$ cat config.mk
export PLATFORM = sky130hd
export DESIGN_NAME = ser_port
export DESIGN_NICKNAME = d
export VERILOG_FILES = /design/src/rtl/ser_pkg.sv /design/src/rtl/ser_baud.sv /design/src/rtl/ser_tx.sv /design/src/rtl/ser_rx.sv /design/src/rtl/ser_rx_hold.sv /design/src/rtl/ser_port.sv
export SDC_FILE = /design/constraint.sdc
export NUM_CORES = 1
export LEC_CHECK = 0
export ABC_AREA = 1
export ABC_CLOCK_PERIOD_IN_PS = 1600
export BUFFER_PORTS_ARGS = -buffer_cell sky130_fd_sc_hd__clkbuf_2
export CORE_MARGIN = 8
export CORE_UTILIZATION = 35
export CTS_CLUSTER_DIAMETER = 100
export CTS_CLUSTER_SIZE = 20
export DETAILED_ROUTE_END_ITERATION = 10
export HOLD_SLACK_MARGIN = 0.05
export PLACE_DENSITY = 0.52
export SKIP_CTS_REPAIR_TIMING = 1
export SLEW_MARGIN = 5
export SYNTH_ARGS = -nofsm -noshare
export SYNTH_HDL_FRONTEND = slang
export SYNTH_SLANG_ARGS = --single-unit
$ cat constraint.sdc
create_clock -name clk -period 1.6 [get_ports clk]
set_input_delay 0.48 -clock clk [delete_from_list [all_inputs] [get_ports clk]]
set_output_delay 0.48 -clock clk [all_outputs]
set_load 0.005 [all_outputs]
$ cat src/rtl/ser_pkg.sv
`timescale 1ns/1ps
// Shared types for the serial port.
// Assumes: nothing beyond IEEE 1800-2017 enum support.
package ser_pkg;

    // Transmit sequencer phases, in frame order.
    typedef enum logic [2:0] {
        TX_IDLE,
        TX_START,
        TX_DATA,
        TX_PAR,
        TX_STOP
    } tx_st_e;

    // Receive sequencer phases, in frame order.
    typedef enum logic [2:0] {
        RX_IDLE,
        RX_START,
        RX_DATA,
        RX_PAR,
        RX_STOP
    } rx_st_e;

endpackage

$ cat src/rtl/ser_baud.sv
`timescale 1ns/1ps
// Bit-rate divider: emits one oversampling tick every (div + 1) clocks.
// Assumes: div is static while running; halt freezes the count and the tick.
module ser_baud #(
    parameter int CW = 8
) (
    input  logic          clk,
    input  logic          rst_n,
    input  logic          halt,
    input  logic [CW-1:0] div,
    output logic          tick
);

    logic [CW-1:0] cnt;

    // Down-counter that reloads from div when it reaches zero.
    always_ff @(posedge clk) begin
        if (!rst_n) begin
            cnt <= '0;
        end else if (!halt) begin
            if (cnt == '0) begin
                cnt <= div;
            end else begin
                cnt <= cnt - 1'b1;
            end
        end
    end

    assign tick = !halt && (cnt == '0);

endmodule

$ cat src/rtl/ser_tx.sv
`timescale 1ns/1ps
// Transmitter: holding register plus shift sequencer producing one frame
// per byte. Each bit lasts OS ticks. Line state changes only on ticks.
// Assumes: frame configuration is static while a frame is in flight.
module ser_tx
    import ser_pkg::*;
#(
    parameter int DW = 8,
    parameter int OS = 16
) (
    input  logic          clk,
    input  logic          rst_n,
    input  logic          tick,
    input  logic          len8,
    input  logic          stop2,
    input  logic          par_en,
    input  logic          par_odd,
    input  logic          wr,
    input  logic [DW-1:0] wdata,
    output logic          empty,
    output logic          line,
    output logic          is_par,
    output logic          is_stop
);

    localparam int           CW       = $clog2(OS);
    localparam int           BW       = $clog2(DW + 1);
    localparam logic [CW-1:0] CNT_LAST = CW'(OS - 1);

    tx_st_e        st;
    logic [CW-1:0] cnt;
    logic [BW-1:0] bitn;
    logic [BW-1:0] nbits;
    logic [DW-1:0] hold;
    logic [DW-1:0] sh;
    logic [DW-1:0] mask;
    logic          full;
    logic          pbit;
    logic          second;
    logic          load;

    assign nbits = len8 ? BW'(DW) : BW'(DW - 1);
    assign mask  = len8 ? {DW{1'b1}} : {1'b0, {(DW-1){1'b1}}};
    assign load  = tick && (st == TX_IDLE) && full;
    assign empty = !full;

    // Holding register: a write fills it, a load into the shifter empties it.
    always_ff @(posedge clk) begin
        if (!rst_n) begin
            hold <= '0;
            full <= 1'b0;
        end else if (wr) begin
            hold <= wdata;
            full <= 1'b1;
        end else if (load) begin
            full <= 1'b0;
        end
    end

    // Frame sequencer: advances one bit every OS ticks.
    always_ff @(posedge clk) begin
        if (!rst_n) begin
            st     <= TX_IDLE;
            cnt    <= '0;
            bitn   <= '0;
            sh     <= '0;
            pbit   <= 1'b0;
            second <= 1'b0;
        end else if (tick) begin
            if (st == TX_IDLE) begin
                if (full) begin
                    sh   <= hold;
                    pbit <= (^(hold & mask)) ^ par_odd;
                    st   <= TX_START;
                    cnt  <= '0;
                end
            end else if (cnt != CNT_LAST) begin
                cnt <= cnt + 1'b1;
            end else begin
                cnt <= '0;
                case (st)
                    TX_START: begin
                        st   <= TX_DATA;
                        bitn <= '0;
                    end
                    TX_DATA: begin
                        sh <= sh >> 1;
                        if (bitn == nbits - 1'b1) begin
                            st     <= par_en ? TX_PAR : TX_STOP;
                            second <= 1'b0;
                        end else begin
                            bitn <= bitn + 1'b1;
                        end
                    end
                    TX_PAR: begin
                        st     <= TX_STOP;
                        second <= 1'b0;
                    end
                    TX_STOP: begin
                        if (stop2 && !second) begin
                            second <= 1'b1;
                        end else begin
                            st <= TX_IDLE;
                        end
                    end
                    default: st <= TX_IDLE;
                endcase
            end
        end
    end

    // Line level and phase flags decoded from the sequencer state.
    always_comb begin
        line    = 1'b1;
        is_par  = 1'b0;
        is_stop = 1'b0;
        case (st)
            TX_START: line = 1'b0;
            TX_DATA:  line = sh[0];
            TX_PAR: begin
                line   = pbit;
                is_par = 1'b1;
            end
            TX_STOP:  is_stop = 1'b1;
            default:  line = 1'b1;
        endcase
    end

endmodule

$ cat src/rtl/ser_rx.sv
`timescale 1ns/1ps
// Receiver: start qualification at half a bit, then one sample per bit
// at mid-bit. Pulses done at the first stop-bit sample with the character
// and its parity and framing status.
// Assumes: line is already synchronous to clk; configuration is static.
module ser_rx
    import ser_pkg::*;
#(
    parameter int DW = 8,
    parameter int OS = 16
) (
    input  logic          clk,
    input  logic          rst_n,
    input  logic          tick,
    input  logic          line,
    input  logic          len8,
    input  logic          par_en,
    input  logic          par_odd,
    output logic          done,
    output logic [DW-1:0] dout,
    output logic          perr,
    output logic          ferr
);

    localparam int            CW       = $clog2(OS);
    localparam int            BW       = $clog2(DW + 1);
    localparam logic [CW-1:0] CNT_LAST = CW'(OS - 1);
    localparam logic [CW-1:0] CNT_HALF = CW'(OS / 2 - 1);

    rx_st_e        st;
    logic [CW-1:0] cnt;
    logic [BW-1:0] bitn;
    logic [BW-1:0] nbits;
    logic [DW-1:0] sh;
    logic          pbit;
    logic          armed;

    assign nbits = len8 ? BW'(DW) : BW'(DW - 1);
    assign dout  = len8 ? sh : {1'b0, sh[DW-1:1]};
    assign done  = tick && (st == RX_STOP) && (cnt == CNT_LAST);
    assign ferr  = !line;
    assign perr  = par_en && (pbit != ((^dout) ^ par_odd));

    // Frame sequencer: waits for an armed falling edge, then samples mid-bit.
    always_ff @(posedge clk) begin
        if (!rst_n) begin
            st    <= RX_IDLE;
            cnt   <= '0;
            bitn  <= '0;
            sh    <= '0;
            pbit  <= 1'b0;
            armed <= 1'b0;
        end else if (tick) begin
            case (st)
                RX_IDLE: begin
                    if (!armed) begin
                        armed <= line;
                    end else if (!line) begin
                        st  <= RX_START;
                        cnt <= '0;
                    end
                end
                RX_START: begin
                    if (cnt != CNT_HALF) begin
                        cnt <= cnt + 1'b1;
                    end else if (line) begin
                        st <= RX_IDLE;
                    end else begin
                        st   <= RX_DATA;
                        cnt  <= '0;
                        bitn <= '0;
                    end
                end
                RX_DATA: begin
                    if (cnt != CNT_LAST) begin
                        cnt <= cnt + 1'b1;
                    end else begin
                        cnt <= '0;
                        sh  <= {line, sh[DW-1:1]};
                        if (bitn == nbits - 1'b1) begin
                            st <= par_en ? RX_PAR : RX_STOP;
                        end else begin
                            bitn <= bitn + 1'b1;
                        end
                    end
                end
                RX_PAR: begin
                    if (cnt != CNT_LAST) begin
                        cnt <= cnt + 1'b1;
                    end else begin
                        cnt  <= '0;
                        pbit <= line;
                        st   <= RX_STOP;
                    end
                end
                RX_STOP: begin
                    if (cnt != CNT_LAST) begin
                        cnt <= cnt + 1'b1;
                    end else begin
                        cnt   <= '0;
                        st    <= RX_IDLE;
                        armed <= 1'b0;
                    end
                end
                default: st <= RX_IDLE;
            endcase
        end
    end

endmodule

$ cat src/rtl/ser_rx_hold.sv
`timescale 1ns/1ps
// Receive holding register with per-character error flags.
// A completed character loads it. A read clears it unless a character
// completes in the same cycle, which takes priority.
// Assumes: rd is a single-cycle strobe.
module ser_rx_hold #(
    parameter int DW = 8
) (
    input  logic          clk,
    input  logic          rst_n,
    input  logic          done,
    input  logic [DW-1:0] din,
    input  logic          perr,
    input  logic          ferr,
    input  logic          force_ovr,
    input  logic          rd,
    output logic [DW-1:0] data,
    output logic          ready,
    output logic          e_par,
    output logic          e_frm,
    output logic          e_ovr
);

    // Load on completion, clear on read.
    always_ff @(posedge clk) begin
        if (!rst_n) begin
            data  <= '0;
            ready <= 1'b0;
            e_par <= 1'b0;
            e_frm <= 1'b0;
            e_ovr <= 1'b0;
        end else if (done) begin
            data  <= din;
            ready <= 1'b1;
            e_par <= perr;
            e_frm <= ferr;
            e_ovr <= (ready && !rd) || force_ovr;
        end else if (rd) begin
            ready <= 1'b0;
            e_par <= 1'b0;
            e_frm <= 1'b0;
            e_ovr <= 1'b0;
        end
    end

endmodule

$ cat src/rtl/ser_port.sv
`timescale 1ns/1ps
// Serial port top: divider, transmitter, receiver and holding register,
// plus the loopback path with fault forcing.
// Assumes: rxd is asynchronous (two-stage synchronizer here); configuration
// and loopback controls change only while the line is idle.
module ser_port #(
    parameter int DW = 8,
    parameter int OS = 16,
    parameter int DIVW = 8
) (
    input  logic            clk,
    input  logic            rst_n,
    input  logic            halt,
    input  logic [DIVW-1:0] baud_div,
    input  logic            cfg_len8,
    input  logic            cfg_stop2,
    input  logic            cfg_par_en,
    input  logic            cfg_par_odd,
    input  logic            loop_en,
    input  logic            inj_par,
    input  logic            inj_frm,
    input  logic            inj_ovr,
    input  logic            tx_wr,
    input  logic [DW-1:0]   tx_data,
    output logic            tx_empty,
    output logic            txd,
    input  logic            rxd,
    input  logic            rx_rd,
    output logic [DW-1:0]   rx_data,
    output logic            rx_ready,
    output logic            err_par,
    output logic            err_frm,
    output logic            err_ovr
);

    logic          tick;
    logic          tx_line;
    logic          tx_is_par;
    logic          tx_is_stop;
    logic          loop_line;
    logic          rx_line;
    logic [1:0]    rxd_sync;
    logic          rx_done;
    logic [DW-1:0] rx_char;
    logic          rx_perr;
    logic          rx_ferr;

    // Two-stage synchronizer for the external input, idling high.
    always_ff @(posedge clk) begin
        if (!rst_n) begin
            rxd_sync <= 2'b11;
        end else begin
            rxd_sync <= {rxd_sync[0], rxd};
        end
    end

    assign loop_line = (tx_line ^ (inj_par & tx_is_par)) & ~(inj_frm & tx_is_stop);
    assign rx_line   = loop_en ? loop_line : rxd_sync[1];
    assign txd       = loop_en ? 1'b1 : tx_line;

    ser_baud #(.CW(DIVW)) u_baud (
        .clk   (clk),
        .rst_n (rst_n),
        .halt  (halt),
        .div   (baud_div),
        .tick  (tick)
    );

    ser_tx #(.DW(DW), .OS(OS)) u_tx (
        .clk     (clk),
        .rst_n   (rst_n),
        .tick    (tick),
        .len8    (cfg_len8),
        .stop2   (cfg_stop2),
        .par_en  (cfg_par_en),
        .par_odd (cfg_par_odd),
        .wr      (tx_wr),
        .wdata   (tx_data),
        .empty   (tx_empty),
        .line    (tx_line),
        .is_par  (tx_is_par),
        .is_stop (tx_is_stop)
    );

    ser_rx #(.DW(DW), .OS(OS)) u_rx (
        .clk     (clk),
        .rst_n   (rst_n),
        .tick    (tick),
        .line    (rx_line),
        .len8    (cfg_len8),
        .par_en  (cfg_par_en),
        .par_odd (cfg_par_odd),
        .done    (rx_done),
        .dout    (rx_char),
        .perr    (rx_perr),
        .ferr    (rx_ferr)
    );

    ser_rx_hold #(.DW(DW)) u_hold (
        .clk       (clk),
        .rst_n     (rst_n),
        .done      (rx_done),
        .din       (rx_char),
        .perr      (rx_perr),
        .ferr      (rx_ferr),
        .force_ovr (loop_en & inj_ovr),
        .rd        (rx_rd),
        .data      (rx_data),
        .ready     (rx_ready),
        .e_par     (err_par),
        .e_frm     (err_frm),
        .e_ovr     (err_ovr)
    );

endmodule

; Word level (Yosys, flattened, before mapping)
; Index checks and enable logic that the tools add are counted.
[op_classes]
n_reduce_logical = 40
bitwise_logic = 12
n_mux = 57
eq_ne = 31
add_sub_neg = 6
[op_table]
columns = operator, n
row1 = 2-to-1 mux 8 bit, 7
row2 = 2-to-1 mux 4 bit, 13
row3 = 2-to-1 mux 3 bit, 13
row4 = adder 4 x 1 -> 4 bit (second input constant), 4
row5 = != test 2 bit (second input constant), 8
row6 = one-hot mux 4 bit (2 select lines), 2
row7 = XOR reduction 8 bit, 2
row8 = 2-to-1 mux 1 bit, 15
row9 = one-hot mux 3 bit (5 select lines), 1
row10 = AND reduction 3 bit, 5
row11 = equality test 3 x 2 -> 1 bit (second input constant), 4
row12 = != test 2 x 1 -> 1 bit (second input constant), 6
row13 = one-hot mux 3 bit (4 select lines), 1
row14 = one-hot mux 4 bit (3 select lines), 1
row15 = AND reduction 6 bit, 2
row16 = nonzero test 2 bit, 6
row17 = AND reduction 5 bit, 2
row18 = bitwise AND 8 bit, 1
row19 = equality test 4 bit, 2
row20 = logical AND 1 bit, 8
row21 = zero test 8 bit, 1
row22 = != test 4 bit (second input constant), 2
row23 = AND reduction 8 bit, 1
row24 = subtractor 8 x 1 -> 8 bit (second input constant), 1
row25 = 21 further kinds, 38
[word_totals]
out_inout_bits = 14
in_bits = 30
reg_bits = 73

; Logic depth before layout (Yosys ltp)
; Gate-level depths: netlist of run 1.
[depth]
depth_word = 9
mapped_depth = 13
ltp_nobuf = 13

; By module
; Synthesis of run 1 repeated with hierarchy kept, for this count alone.
[hier_totals]
cells_unflattened = 665
area_unflattened_um2 = 4289.1
[by_module_without_submodules]
columns = module, area_per_inst_um2, cells_each, seq_area_each_um2, instances
row1 = ser_tx, 1684.1, 264, 600.6, 1
row2 = ser_rx, 1475.2, 239, 420.4, 1
row3 = ser_baud, 599.3, 89, 160.2, 1
row4 = ser_rx_hold, 420.4, 54, 240.2, 1
row5 = ser_port, 110.1, 19, 40.0, 1

; Worst setup path before layout of run 1
; No wires, ideal clock.
[synth_path]
path_kind = register to register
start = register u_baud.cnt[0]
end = register u_tx.sh[3]
setup_ps = 116
period_less_slack_ps = 1760
stages_incl_launch_ff = 12
required_ps = 1484
n_path_buf = 1
arrival_time_ps = 1644
path_slack_ps = -160
path_cell_list = dfxtp_1 inv_1 ha_1 nand3_4 nor2_8 nand2_4 a21oi_4 nand2_4 nor2_4 buf_6 nand3_2 o211a_1
[synth_between]
elab_chain_len = 3
[synth_lines]
columns = element, line_no
row1 = start: declaration, ser_baud.sv:14  ; logic [CW-1:0] cnt;
row2 = start signal: assignment, ser_baud.sv:22  ; cnt <= div;
row3 = start signal: assignment, ser_baud.sv:24  ; cnt <= cnt - 1'b1;
row4 = zero test 8 bit, ser_baud.sv:29  ; assign tick = !halt && (cnt == '0);
row5 = logical AND 1 bit, ser_baud.sv:29
row6 = AND reduction 4 bit (no line), --
row7 = end signal: assignment, ser_tx.sv:72  ; sh <= hold;
row8 = end signal: assignment, ser_tx.sv:87  ; sh <= sh >> 1;
row9 = end: declaration, ser_tx.sv:35  ; logic [DW-1:0] sh;
; Every way passes these cells.
; A chain may end at the register's enable or synchronous reset.

; Final worst setup path of run 1
[layout_path]
start = register u_baud.cnt[0]
end = register u_tx.st[2]
[layout_between]
elab_chain_len = 3
[layout_lines]
columns = element, line_no
row1 = zero test 8 bit, ser_baud.sv:29
row2 = logical AND 1 bit, ser_baud.sv:29
row3 = AND reduction 5 bit (no line), --
row4 = end signal: assignment, ser_tx.sv:89  ; st <= par_en ? TX_PAR : TX_STOP;
row5 = end: declaration, ser_tx.sv:30  ; tx_st_e st;
; Every way passes these cells.

==> flow_summary.toml, run 1 <==
[status]
outcome = "complete, but fails checks"
violations = "setup timing"

[synth]
syn_area_per_cell_sq_um = 6.77
synthArstFlopShare_pct = 0
ys_ff_latch = 73
syn_inst = 589
synthesis.nets = 625
yosysUniqueCellTypes = 40
synthMostInstantiatedCell = "nand2_1"
synthTopCellsByCount = "nand2_1 (156), dfxtp_1 (73), inv_1 (68)"
synth_edf_count = 0
yosys.area.top_type = "dfxtp_1"
ys_warn_count = 0
ys_seq_area_share_pct = 36.6
synth_top_area_share_pct = 36.6
ys.flop_type = "dfxtp_1"
synth_area_leaders = "dfxtp_1 (37%), nand2_1 (15%), o21ai_0 (6.9%)"
syn_area_sq_um = 3990

[route]
wl_met2_mm = 4.85
top_layer = "met4"
first_pass_iters = 4
met3_length_microns = 356
drt-met1-wl_mm = 5.03
drc = 0
dr.first_iter.drc_count = 159
wl_mm = 10.4
wl_per_cell_microns = 12.3
drtAntennaViolNets = 0
viasPerCell = 4.79
vias = 4064

[placed_design]
placed_cells = 822
io_buffers = 43
pre_cts_ws_ns = -0.285
dp_hpwl_mm = 7.71
place_congestion = 0.829

[global_route]
grt_pass1_wl_mm = 17.4
grt_antenna_before_repair = 0
overflow = 0
grt_usage_pct = 14.3
grt_pass1_vias = 3800
grt_max_degree = 38

[cells_and_area]
nets = 736
final_util_pct = 48.2
insertedDiodeCount = 0
area_delta_synth_final_pct = 36.1
drive_above_1_share_pct = 30.2
fin_cells = 848

[sta]
period_minus_slack_ns = 1.69
rsz0062_at_grt = "true"
holdWs_ns = 0.334
fin_crit_sh_pct = 106
setup_ws_ns = -0.0886
clock.fmax_ghz = 0.592
finalClockSkew_ns = 0.00533
relSlewSlack_pct = 75.4
tightest_slew_ns = 0.365
hold_viol_final = 0
setup_viol = 18
maxSlewViolCount = 0

[power]
p_int_mw = 3.63
p_leak_nw = 2.54
pwr-share-seq_pct = 38.1
powerDensity_nw_per_um2 = 964
peakVddDrop_mv = 0.449
p_comb_share_pct = 25.6
total_power_mw = 5.23
swShare_pct = 30.6
clkPwrFrac_pct = 36.4
p_sw_mw = 1.60

[setup_path]
reg2reg_depth = 11
max_stage_delay_ns = 0.32
crit_required_ns = 1.82
crit_fanout = 6
path_cells = "inv_2, ha_4, nand3_4, nor2_8, nand2_8, a21oi_4, nand2_4, buf_6, nor2_4, buf_6, a211oi_2"
rrSetupSlack_ns = -0.09
cp_slowest_cell = "dfxtp_2"
start_kind = "flip-flop"
cp-end-kind = "flip-flop"
crit_top_cell = "buf_6"
worstPathArrival_ns = 1.90
setup.worst_path.class = "reg -> reg"

[clock_network]
cts.sinks = 73
cts_max_level = 3
clkTransAtPathRegs_ns = 0.06
numCtsBuffers = 9
clock_path_buffers = 2
root_buffer = "clkbuf_16"
cts_tree = "built"
insertion_delay_ns = 0.34

[floorplan]
ioPinCount = 44
die_area_sq_um = 15100
row_count = 39
start_util_pct = 35.4
die_h_microns = 123
die_w_microns = 123
core_area_sq_um = 11300

[flow_run]
max-cap-violations = 0

[worst_hold_path]
hp-class = "in -> reg"
min_path_cells = 2
[per-layer routing]
| metal | up-vias | GRT usage, % |
|---|---|---|
| met5 | - | 0 |
| met4 | 0 | 6.47 |
| met3 | 15 | 2.90 |
| met2 | 55 | 22.6 |
| met1 | 1853 | 18.3 |
| li1 | 2141 | - |
[logic make-up (layout without fill, tap and decap cells)]
logic type | after synthesis | count (layout) | share of synthesized area [%]
buffers and inverters | 90 | 206 | 8.94
and+or+nand+nor | 275 | 275 | 30.5
xor gates and xnor gates | 12 | 12 | 2.64
DFF | 73 | 73 | 36.6
adders and majority gates | 6 | 6 | 1.88
AOI/OAI and AO/OA | 133 | 133 | 19.4
[path summary, 6_finish.rpt]
path / from / end
worst max-delay path: u_baud.cnt[0] / u_tx.st[2]
worst min-delay path: rxd / rxd_sync[0]
worst max register to register: u_baud.cnt[0] / u_tx.st[2]
worst min register to register: rxd_sync[0] / rxd_sync[1]
[final cells by class]
type	instances	area, sq um
Inverter	74	290
Timing Repair Buffer	116	811
Multi-Input combinational cell	426	2390
Clock buffer	11	253
Clock inverter	5	30.0
Tap cell	143	179
Sequential cell	73	1470
Fill cell	1132	5840
[flip-flops by register name, summed over array words and instances (netlist names), 2 cells and up]
signal       count
u_rx.sh          8
u_tx.st          3
u_tx.hold        8
u_rx.cnt         4
u_tx.cnt         4
rxd_sync         2
u_tx.sh          8
u_rx.bitn        4
u_rx.st          3
u_hold.data      8
u_tx.bitn        4
u_baud.cnt       8
[power groups by stage]
stage | Clock [mW] | Sequential (mW) | Combinational [mW]
2_1_floorplan | 0 | 2.01 | 0.761
3_3_place_gp | 0 | 2.03 | 1.19
3_5_place_dp | 0 | 2.03 | 1.21
4_1_cts | 1.97 | 1.99 | 1.21
5_1_grt | 2.04 | 2.01 | 1.49
6_report | 1.90 | 1.99 | 1.34
[per-stage QoR]
| step | area, sq um | setup TNS [ns] |
|---|---|---|
| 6_report | 5430 | -0.664 |
| 5_1_grt | 5430 | -4.03 |
| 4_1_cts | 5100 | -1.90 |
| 3_5_place_dp | 4810 | -3.58 |
| 3_3_place_gp | 4810 | -2.77 |
| 2_1_floorplan | 4000 | -0.204 |
[cell usage in the layout, fill, tap and decap left out, types with 3 or more instances in the layout]
master | synthesis | final
clkbuf_2 | 0 | 41
o21a_1 | 8 | 8
o21ai_0 | 55 | 42
o21ai_1 | 1 | 9
nand2_1 | 156 | 141
o211a_1 | 8 | 8
nor2_4 | 3 | 7
a211oi_1 | 5 | 4
buf_4 | 1 | 65
inv_1 | 68 | 63
nand2_2 | 4 | 16
nand3_2 | 3 | 7
xnor2_1 | 4 | 4
nand2_4 | 2 | 4
dfxtp_2 | 0 | 4
o21ai_2 | 0 | 5
nor2_1 | 57 | 50
dfxtp_1 | 73 | 67
ha_1 | 6 | 4
nor3_1 | 6 | 4
nand3_1 | 25 | 21
a21oi_1 | 49 | 44
a21oi_2 | 0 | 5
nor2_2 | 4 | 7
clkinv_2 | 0 | 3
inv_2 | 4 | 6
nand4_1 | 8 | 8
clkbuf_16 | 0 | 9
buf_6 | 1 | 6
xor2_1 | 8 | 8
[worst max-delay path, delay by kind of cell (launching register included)]
| family | cells | cell delay (ns) |
|---|---|---|
| AOI/OAI and AO/OA | 2 | 0.21 |
| DFF | 1 | 0.32 |
| adders and majority gates | 1 | 0.14 |
| buffers and inverters | 3 | 0.32 |
| and+or+nand+nor | 5 | 0.59 |
(Power assumes the default switching activity.)
==> run 2: changes to the inputs <==
--- a/config.mk
+++ b/config.mk
@@ -5,7 +5,7 @@
 export SDC_FILE = /design/constraint.sdc
 export NUM_CORES = 1
 export LEC_CHECK = 0
-export ABC_AREA = 1
+export ABC_AREA = 0
 export ABC_CLOCK_PERIOD_IN_PS = 1600
 export BUFFER_PORTS_ARGS = -buffer_cell sky130_fd_sc_hd__clkbuf_2
 export CORE_MARGIN = 8
==> run 2 against run 1 <==
  * The run still ends with setup timing left
  * First-iteration DRC count increased by 25%
  * Sequential cell count unchanged
  * Cell count decreased by 14%
  * Synthesized cell count decreased by 22%
  * Non-clock buffer count increased by 29
  * Clock power increased by 15%
  * Largest cell class unchanged
  * Largest power group is now combinational cells
  * Highest routed layer unchanged
==> flow_summary.toml, run 2 <==
[worst_hold_path]
hold-path-endpoint = "rxd_sync[0]"
hold_start = "rxd"
hp-class = "in -> reg"
min_path_cells = 2

[synth]
synth_area_leaders = "dfxtp_1 (36%), mux2i_1 (10%), nor2_1 (4.9%)"
ys_warn_count = 0
syn_inst = 459
synth_edf_count = 0
ys_seq_area_share_pct = 36.5
synthTopCellsByCount = "dfxtp_1 (73), nor2_1 (52), mux2i_1 (41)"
syn_area_sq_um = 4010
ys_ff_latch = 73
ys.flop_type = "dfxtp_1"
yosys.area.top_type = "dfxtp_1"
synthMostInstantiatedCell = "dfxtp_1"
syn_area_per_cell_sq_um = 8.73
yosysUniqueCellTypes = 72
synthArstFlopShare_pct = 0
synthesis.nets = 495
synth_top_area_share_pct = 36.5

[cells_and_area]
nets = 621
area_delta_synth_final_pct = 48.3
mostFrequentLayoutCell = "buf_4"
drive_above_1_share_pct = 45.1
final_util_pct = 52.5
mostFrequentLayoutCells = "buf_4 (82), dfxtp_1 (63), nor2_1 (44)"
insertedDiodeCount = 0

[route]
dr.first_iter.drc_count = 198
drtAntennaViolNets = 0
viasPerCell = 5.22
first_pass_iters = 4
vias = 3824
wl_mm = 11.7
wl_per_cell_microns = 16.0
drc = 0

[floorplan]
die_area_sq_um = 15100
die_w_microns = 123
core_area_sq_um = 11300
row_count = 39
die_h_microns = 123
start_util_pct = 35.4
ioPinCount = 44

[sta]
period_minus_slack_ns = 1.97
hold_viol_final = 0
rsz0062_at_grt = "true"
setup_ws_ns = -0.372
setup_viol = 56
fin_crit_sh_pct = 123
clock.fmax_ghz = 0.507
finalClockSkew_ns = 0.00594
holdWs_ns = 0.322
relSlewSlack_pct = 65.7
tightest_slew_ns = 0.501
maxSlewViolCount = 0

[power]
peakVddDrop_mv = 0.996
swShare_pct = 32.2
pwr-share-seq_pct = 30.1
powerDensity_nw_per_um2 = 1170
p_leak_nw = 2.53
clkPwrFrac_pct = 31.6
p_int_mw = 4.71
p_comb_share_pct = 38.2
p_sw_mw = 2.23

[setup_path]
rrSetupSlack_ns = -0.33
crit_fanout = 4
path_cells = "or3b_4, a211o_1, clkbuf_2"
cp-end-kind = "primary output"
crit_required_ns = 1.12
worstPathArrival_ns = 1.49
max_stage_delay_ns = 0.40
reg2reg_from = "u_tx.st[0]"
crit-reg2reg-capture = "u_rx.bitn[0]"
reg2reg_depth = 6
setup.worst_path.class = "reg -> out"
cp_slowest_cell = "or3b_4"
start_kind = "flip-flop"

[placed_design]
dp_hpwl_mm = 7.87
place_congestion = 0.806
io_buffers = 43

[global_route]
grt_pass1_vias = 3481
overflow = 0
grt_max_degree = 48
grt_antenna_before_repair = 0
grt_pass1_wl_mm = 17.1
grt_usage_pct = 14.3

[flow_run]
max-cap-violations = 0

[status]
violations = "setup timing"
outcome = "complete, but fails checks"

[clock_network]
numCtsBuffers = 9
root_buffer = "clkbuf_16"
insertion_delay_ns = 0.35
clkTransAtPathRegs_ns = 0.06
cts_tree = "built"
clock_path_buffers = 2
cts_max_level = 3
cts.sinks = 73
-- run 2: changes by cell type after synthesis, sizes merged, moves of 13 or more --
| cell | change |
|---|---|
| a21oi | -30 |
| inv | -60 |
| mux2i | +41 |
| nand2 | -129 |
| nand2b | +14 |
| nor2 | -13 |
| o21ai | -44 |
-- run 2: worst max path at each step --
stage | from | end | slack, ns | depth (start not counted)
6_report | u_tx.st[0] | txd | -0.37 | 3
5_1_grt | u_tx.st[1] | txd | -0.41 | 3
4_1_cts | u_tx.st[1] | txd | -0.41 | 3
3_5_place_dp | cfg_len8 | u_tx.st[1] | -0.41 | 6
3_3_place_gp | cfg_len8 | u_tx.st[2] | -0.38 | 6
2_1_floorplan | u_tx.st[0] | u_rx.bitn[3] | -0.23 | 6
-- run 2: final cells by class --
type	count	area, sq um
clock buffers	10	229
clock inverters	6	90.1
well taps	143	179
inverters	12	45.0
flip-flops and latches	73	1470
fillers	1060	5370
multi-input cells	344	2820
repair buffers	145	1110
-- run 2: power by group through the flow --
stage / registers, mW / clock network, mW / logic, mW
after floorplan: 2.14 / 0 / 1.16
after global placement: 2.12 / 0 / 1.78
after detailed placement: 2.12 / 0 / 1.80
after CTS: 2.08 / 2.24 / 1.81
after global routing: 2.11 / 2.32 / 2.84
final: 2.09 / 2.19 / 2.65
-- run 2: cells by family (layout without fill, tap and decap cells) --
family / after synthesis / count (layout) / share of synthesized area (%)
compound gates: 97 / 97 / 17.9
simple gates: 171 / 172 / 21.8
mux: 50 / 50 / 12.8
flops: 73 / 73 / 36.5
xor+xnor: 19 / 19 / 4.84
buf+inv: 43 / 173 / 4.46
fa+ha+maj: 6 / 6 / 1.87
-- run 2: per-layer routing --
layer,up-vias,wire [microns],GRT usage [%]
met3,10,470,4.25
met2,60,5590,22.8
met1,1834,5540,18.5
met4,0,116,4.21
li1,1920,-,-
met5,-,0,0
-- run 2: worst max-delay path: cells and delay by family (launching register included) --
kind / cells / cell delay (ns)
buffers and inverters: 1 / 0.11
flip-flops: 1 / 0.33
AO/OA/AOI/OAI: 1 / 0.30
AND/OR/NAND/NOR: 1 / 0.40
-- run 2: stage by stage --
stage	worst slack (ns)	power (mW)	std cells	TNS, ns	cell area (sq um)
CTS	-0.411	6.14	707	-7.01	5310
finish	-0.372	6.94	733	-6.18	5950
floorplan	-0.226	3.30	459	-2.43	4140
global placement	-0.382	3.90	691	-11.80	4990
detailed placement	-0.410	3.92	691	-12.72	4990
global route	-0.413	7.26	733	-11.26	5950
